**config.mk**
```make
export PLATFORM = sky130hd
export DESIGN_NAME = multi_mode_timer
export DESIGN_NICKNAME = d
export VERILOG_FILES = /design/src/rtl/mmt_pkg.sv /design/src/rtl/mmt_sync.sv /design/src/rtl/mmt_tick_sel.sv /design/src/rtl/mmt_core.sv /design/src/rtl/multi_mode_timer.sv
export SDC_FILE = /design/constraint.sdc
export NUM_CORES = 1
export LEC_CHECK = 0
export BUFFER_PORTS_ARGS = -buffer_cell sky130_fd_sc_hd__buf_2
export CAP_MARGIN = 40
export CORE_MARGIN = 2
export CORE_UTILIZATION = 55
export CTS_CLUSTER_SIZE = 14
export DETAILED_ROUTE_END_ITERATION = 16
export GPL_ROUTABILITY_DRIVEN = 1
export PLACE_DENSITY_LB_ADDON = 0.2
export SLEW_MARGIN = 0
export SYNTH_ARGS = -nofsm -noshare
export SYNTH_HDL_FRONTEND = slang
export SYNTH_SLANG_ARGS = --single-unit
```
**constraint.sdc**
```tcl
create_clock -name clk -period 2.1 [get_ports clk]
set_input_delay 0.42 -clock clk [delete_from_list [all_inputs] [get_ports clk]]
set_output_delay 0.42 -clock clk [all_outputs]
set_load 0.02 [all_outputs]
```
**src/rtl/mmt_pkg.sv**
```systemverilog
package mmt_pkg;

  typedef enum logic [1:0] {
    MODE_INTERVAL = 2'd0,
    MODE_PULSE    = 2'd1,
    MODE_EVENT    = 2'd2,
    MODE_WIDTH    = 2'd3
  } mmt_mode_e;

  // Edge chosen by the active-edge bit: 0 rising, 1 falling.
  function automatic logic pick_edge(input logic sel, input logic rise, input logic fall);
    return sel ? fall : rise;
  endfunction

  // Level gate for width mode: high counts when sel=0, low counts when sel=1.
  function automatic logic level_active(input logic sel, input logic lvl);
    return lvl ^ sel;
  endfunction

endpackage

```
**src/rtl/mmt_sync.sv**
```systemverilog
module mmt_sync #(
  parameter int STAGES = 2
) (
  input  logic clk,
  input  logic rst_n,
  input  logic din,
  output logic level,
  output logic rise,
  output logic fall
);
  localparam int LAST = STAGES;

  logic [LAST:0] chain_q;

  genvar g;
  generate
    for (g = 0; g <= LAST; g++) begin : g_stage
      if (g == 0) begin : g_first
        always_ff @(posedge clk or negedge rst_n)
          if (!rst_n) chain_q[g] <= 1'b0;
          else        chain_q[g] <= din;
      end else begin : g_next
        always_ff @(posedge clk or negedge rst_n)
          if (!rst_n) chain_q[g] <= 1'b0;
          else        chain_q[g] <= chain_q[g-1];
      end
    end
  endgenerate

  assign level = chain_q[LAST-1];
  assign rise  = chain_q[LAST-1] & ~chain_q[LAST];
  assign fall  = ~chain_q[LAST-1] & chain_q[LAST];

  AST_EDGE_EXCLUSIVE: assert property (@(posedge clk) disable iff (!rst_n)
    $onehot0({rise, fall}));

  AST_RISE_LEVEL: assert property (@(posedge clk) disable iff (!rst_n)
    rise |-> level);

endmodule

```
**src/rtl/mmt_tick_sel.sv**
```systemverilog
module mmt_tick_sel
  import mmt_pkg::*;
(
  input  logic [1:0] mode,
  input  logic       src_sel,
  input  logic       edge_sel,
  input  logic       presc_tick,
  input  logic       level,
  input  logic       rise,
  input  logic       fall,
  output logic       tick
);
  mmt_mode_e mode_e;
  assign mode_e = mmt_mode_e'(mode);

  always_comb begin
    unique case (mode_e)
      MODE_INTERVAL: tick = presc_tick;
      MODE_PULSE:    tick = src_sel ? 1'b1 : presc_tick;
      MODE_EVENT:    tick = pick_edge(edge_sel, rise, fall);
      MODE_WIDTH:    tick = presc_tick & level_active(edge_sel, level);
      default:       tick = 1'b0;
    endcase
  end

endmodule

```
**src/rtl/mmt_core.sv**
```systemverilog
module mmt_core #(
  parameter int CNT_W = 16
) (
  input  logic                 clk,
  input  logic                 rst_n,
  input  logic                 tick,
  input  logic                 lo_wr,
  input  logic                 hi_wr,
  input  logic [CNT_W/2-1:0]   wr_byte,
  input  logic                 wr_ctl,
  output logic [CNT_W-1:0]     count,
  output logic                 underflow,
  output logic                 irq_tmr
);
  localparam int BYTE_W = CNT_W / 2;

  logic [BYTE_W-1:0] lo_q;
  logic [CNT_W-1:0]  latch_q, cnt_q, cnt_d, wr_word;
  logic              irq_q;

  assign wr_word   = {wr_byte, lo_q};
  assign underflow = tick && (cnt_q == '0);

  function automatic logic [CNT_W-1:0] cnt_next(
    input logic [CNT_W-1:0] cur, input logic [CNT_W-1:0] rld,
    input logic [CNT_W-1:0] word, input logic commit, input logic latch_only,
    input logic step, input logic uf);
    if (commit && !latch_only) return word;
    if (uf)                    return commit ? word : rld;
    if (step)                  return cur - 1'b1;
    return cur;
  endfunction

  always_comb cnt_d = cnt_next(cnt_q, latch_q, wr_word, hi_wr, wr_ctl, tick, underflow);

  always_ff @(posedge clk or negedge rst_n) begin
    if (!rst_n) begin
      lo_q    <= '0;
      latch_q <= '0;
      cnt_q   <= '0;
      irq_q   <= 1'b0;
    end else begin
      if (lo_wr) lo_q <= wr_byte;
      if (hi_wr) latch_q <= wr_word;
      cnt_q <= cnt_d;
      irq_q <= underflow;
    end
  end

  assign count   = cnt_q;
  assign irq_tmr = irq_q;

  AST_DEC_STEP: assert property (@(posedge clk) disable iff (!rst_n)
    (tick && cnt_q != '0 && !hi_wr) |=> cnt_q == $past(cnt_q) - 1'b1);

  AST_UF_RELOAD: assert property (@(posedge clk) disable iff (!rst_n)
    (underflow && !hi_wr) |=> (cnt_q == latch_q) && irq_tmr);

  AST_DIRECT_LOAD: assert property (@(posedge clk) disable iff (!rst_n)
    (hi_wr && !wr_ctl) |=> cnt_q == latch_q);

  AST_LATCH_ONLY_HOLD: assert property (@(posedge clk) disable iff (!rst_n)
    (hi_wr && wr_ctl && !tick) |=> $stable(cnt_q));

  AST_COINCIDE_LOAD: assert property (@(posedge clk) disable iff (!rst_n)
    (hi_wr && wr_ctl && underflow) |=> cnt_q == latch_q);

  AST_LOW_NO_EFFECT: assert property (@(posedge clk) disable iff (!rst_n)
    (lo_wr && !tick) |=> $stable(cnt_q));

endmodule

```
**src/rtl/multi_mode_timer.sv**
```systemverilog
module multi_mode_timer
  import mmt_pkg::*;
#(
  parameter int CNT_W       = 16,
  parameter int SYNC_STAGES = 2
) (
  input  logic             clk,
  input  logic             rst_n,
  input  logic             wr_en,
  input  logic             wr_hi,
  input  logic [CNT_W/2-1:0] wr_data,
  input  logic             wr_ctl,
  input  logic [1:0]       mode,
  input  logic             src_sel,
  input  logic             edge_sel,
  input  logic             presc_tick,
  input  logic             pin_in,
  output logic             pin_out,
  output logic             pin_oe,
  output logic [CNT_W-1:0] count,
  output logic             irq_tmr,
  output logic             irq_pin
);
  logic pin_level, pin_rise, pin_fall;
  logic tick, underflow;
  logic pulse_q, edge_irq_q;
  logic is_pulse;

  assign is_pulse = (mmt_mode_e'(mode) == MODE_PULSE);

  mmt_sync #(.STAGES(SYNC_STAGES)) u_sync (
    .clk(clk), .rst_n(rst_n), .din(pin_in),
    .level(pin_level), .rise(pin_rise), .fall(pin_fall)
  );

  mmt_tick_sel u_tick (
    .mode(mode), .src_sel(src_sel), .edge_sel(edge_sel), .presc_tick(presc_tick),
    .level(pin_level), .rise(pin_rise), .fall(pin_fall), .tick(tick)
  );

  mmt_core #(.CNT_W(CNT_W)) u_core (
    .clk(clk), .rst_n(rst_n), .tick(tick),
    .lo_wr(wr_en && !wr_hi), .hi_wr(wr_en && wr_hi),
    .wr_byte(wr_data), .wr_ctl(wr_ctl),
    .count(count), .underflow(underflow), .irq_tmr(irq_tmr)
  );

  always_ff @(posedge clk or negedge rst_n) begin
    if (!rst_n) begin
      pulse_q    <= 1'b0;
      edge_irq_q <= 1'b0;
    end else begin
      if (is_pulse && underflow) pulse_q <= ~pulse_q;
      edge_irq_q <= pick_edge(edge_sel, pin_rise, pin_fall);
    end
  end

  assign pin_out = pulse_q;
  assign pin_oe  = is_pulse;
  assign irq_pin = edge_irq_q;

  AST_PULSE_TOGGLE: assert property (@(posedge clk) disable iff (!rst_n)
    (is_pulse && underflow) |=> pin_out != $past(pin_out));

  AST_PULSE_HOLD: assert property (@(posedge clk) disable iff (!rst_n)
    !underflow |=> $stable(pin_out));

  AST_WIDTH_GATE: assert property (@(posedge clk) disable iff (!rst_n)
    (mmt_mode_e'(mode) == MODE_WIDTH && tick) |-> (pin_level != edge_sel) && presc_tick);

  AST_EVENT_EDGE: assert property (@(posedge clk) disable iff (!rst_n)
    (mmt_mode_e'(mode) == MODE_EVENT && tick) |-> (pin_rise || pin_fall));

endmodule

```
==> metrics.md <==
| Metric | Value |
|---|---|
| Post-synth ARST share | 100% |
| Final Max Tran Viols | 0 |
| Worst min-delay path class | in2async |
| Post-Layout Cell Count | approximately 360 |
| Final WS setup | 113 ps |
| Area contributors post-synth | dfrtp_1, mux2_2, nand2_1 |
| CP max-delay cell | dfrtp_1 |
| Die H | around 70 um |
| Vias in the first global route | roughly 2200 |
| Place WS | 125 ps |
| Final Util | 68.3% |
| Drt pass-1 iters | 5 |
| Die area | approximately 0.005 mm2 |
| Area grow syn2layout | 19.9% |
| Met3 usage | around 5.0% |
| Reg2reg path depth | 8 |
| Crit path cell chain | inv_1, ha_1, nor4b_1, nand4_2, buf_4, mux2_2, nand2_1, a31oi_1 |
| Clock Latency Late Sink | just under 300 ps |
| Leak Pwr | 1.37 nW |
| Fin Clk Skew | 3.89 ps |
| Worst r2r src | u_core.count[1] |
| Worst-Margin Slew | approximately 580 ps |
| Grt met2 use | between 40% and 50% |
| Reg-to-reg slack, setup | about 110 ps |
| Post-synthesis cell area | between 0.002 and 0.0025 mm2 |
| FF+latch count, synth | 46 |
| Die W | between 70 and 80 um |
| CTS tree | built |
| Synth cell count leaders | dfrtp_1, nand2_1, nor2_1, mux2_2, a21oi_1 |
| Area leader, netlist | dfrtp_1 |
| Dpl cells | approximately 360 |
| Buffer levels on the longest clock path | 2 |
| Via count | ~2300 |
| Row cnt | 24 |
| DR WL/cell | around 18 um |
| PortBufs | 38 |
| Starting density of the core | between 50% and 60% |
| CTS Hold Bufs | 0 |
| Crit share post-route | roughly 95% |
| CTS buffer count | 5 |
| Largest net degree at the start of global routing | between 40 and 50 |
| Dominant cell by count in the synthesized netlist | dfrtp_1 |
| Fill count | ~360 |
| Setup CP Type | reg2reg |
| Startpoint type of the worst setup path | flip-flop |
| GR Overflow Total | 0 |
| DR vias/cell | around 6.2 |
| Power per cell area | about 990 mW/mm2 |
| Setup crit end kind | flip-flop |
| Max_slew headroom | ~62% |
| Arrival @ worst endpoint | roughly 2200 ps |
| Tmin final | 1990 ps |
| CP required | about 2300 ps |
| Initial DRC count | 229 |
| Yosys warns | 0 |
| CTS sink cnt | 46 |
| Final antenna-violating net count | 0 |
| Avg Cell Area, Syn | about 9.7 um2 |
| Routing usage on met1 | 39.7% |
| Hold Vio Cnt, Final | 0 |
| Syn nets | between 200 and 300 |
| Initial antenna violation count | 0 |
| Top-area cell type share of the netlist area | approximately 47% |
| First-pass GRT wire length | between 10000 and 15000 um |
| Synth cell types | 55 |
| Total Nets Final | around 330 |
| Root buf cell | clkbuf_8 |
| ANT cells | 0 |
| Drc violations | 0 |
| RSZ-0062 raised after global routing | no |
| Post-DP HPWL | between 4000 and 5000 um |
| Share of cells above drive strength 1 | roughly 32% |
| Ys flop type | dfrtp_1 |
| Clock-pin slew on the worst setup and hold paths | approximately 80 ps |
| FMAX | 503 MHz |
| GRT Util Overall | between 20% and 30% |
| Sequential area share after synthesis | 46.8% |
| Crit-path max cell delay | 420 ps |
| H-tree depth | 2 |
| Final setup TNS | 0 ps |
| GP Congestion | approximately 1.0 |
| Global route hottest layer | met2 |
| Total wire length after detailed routing | about 6700 um |
| Core Area | 0.00432 mm2 |
| Reg-to-reg endpoint | u_core.count[7] |
| Post-cts sizing count | 0 |
| Gate Count Post-Synth | between 200 and 300 |
| Final setup vio count | 0 |
| Worst hold margin | ~200 ps |
| Setup Fix Bufs, Post-CTS | 0 |
| IO Pins | 39 |
| Outcome | finished clean |
| # Max-Cap Violations | 0 |
| Post-synth EDFFs | 0 |
| Worst vdd ir | between 0.0005 and 0.0006 V |
| CP max FO | 7 |
[worst max-delay path by stage]
stage,from,end,slack (ps)
floorplan,u_core.count[0],u_core.count[10],100
global placement,edge_sel,u_core.count[1],170
detailed placement,u_core.count[1],u_core.count[10],120
CTS,u_core.count[1],u_core.count[10],110
global route,u_core.count[1],u_core.count[3],1
finish,u_core.count[1],u_core.count[7],110
[layout by cell type, fill, tap and decap left out, types with 4 or more instances in the layout]
cell type  netlist  layout
and2_1           4       4
mux2_2          17      17
inv_1            4       4
nor2_1          21      20
a21oi_1         16      16
nor3_1          13      13
nand3_1          6       6
nand2_1         35      35
a31oi_1          4       4
dfrtp_1         46      46
o31ai_1          5       5
clkbuf_8         0       5
nor4_1           5       5
buf_2            6      38
o21ai_0          6       6
buf_4            3      23
[area by class of cell]
type / count / area (um2) / share of cell area [%]
Clock buffer: 7 / 76.3 / 2.59
Sequential cell: 46 / 1150 / 39.0
Timing Repair Buffer: 63 / 403 / 13.6
Multi-Input combinational cell: 191 / 1240 / 42.1
Tap cell: 52 / 65.1 / 2.20
Inverter: 4 / 15.0 / 0.509
[cells by family (layout without fill, tap and decap cells)]
logic type,after synthesis,in the layout,share of synthesized area [%]
AND/OR/NAND/NOR,110,110,23.6
AO/OA/AOI/OAI,58,58,15.9
buffers and inverters,18,74,3.51
XOR/XNOR,3,3,1.07
multiplexers,18,18,8.18
flip-flops,46,46,46.8
adder cells (fa/ha/maj),2,2,1.02
[critical path: cells and delay by family, from the launching register on]
family                     cells  cell delay (ps)
and+or+nand+nor                3              630
DFF                            1              420
buffers and inverters          2              310
muxes                          1              270
adders and majority gates      1              160
AOI/OAI and AO/OA              1               70
[sequential cells by signal, summed over array words and instances (netlist names)]
signal / count
irq_pin: 1
pin_out: 1
u_core.count: 16
u_core.irq_tmr: 1
u_core.latch_q: 16
u_core.lo_q: 8
u_sync.chain_q: 2
u_sync.level: 1
[report_power, final]
part	internal [W]	switching, W
Sequential	0.00106	0.000215
Combinational	0.000479	0.000651
Clock	0.000229	0.000270
[through the flow]
stage               total power (W)  cell area, um2
finish                      0.00291            2950
global route                0.00306            2950
CTS                         0.00288            2930
detailed placement          0.00238            2860
global placement            0.00236            2860
floorplan                   0.00194            2460
[metal layers]
metal,vias up,routed length [um],part of all wire [%]
li1,1039,-,-
met1,1099,2860,43
met2,111,3160,47
met3,13,524,7.8
met4,0,128,1.9
met5,-,0,0
Power figures use the tool's default switching activity.
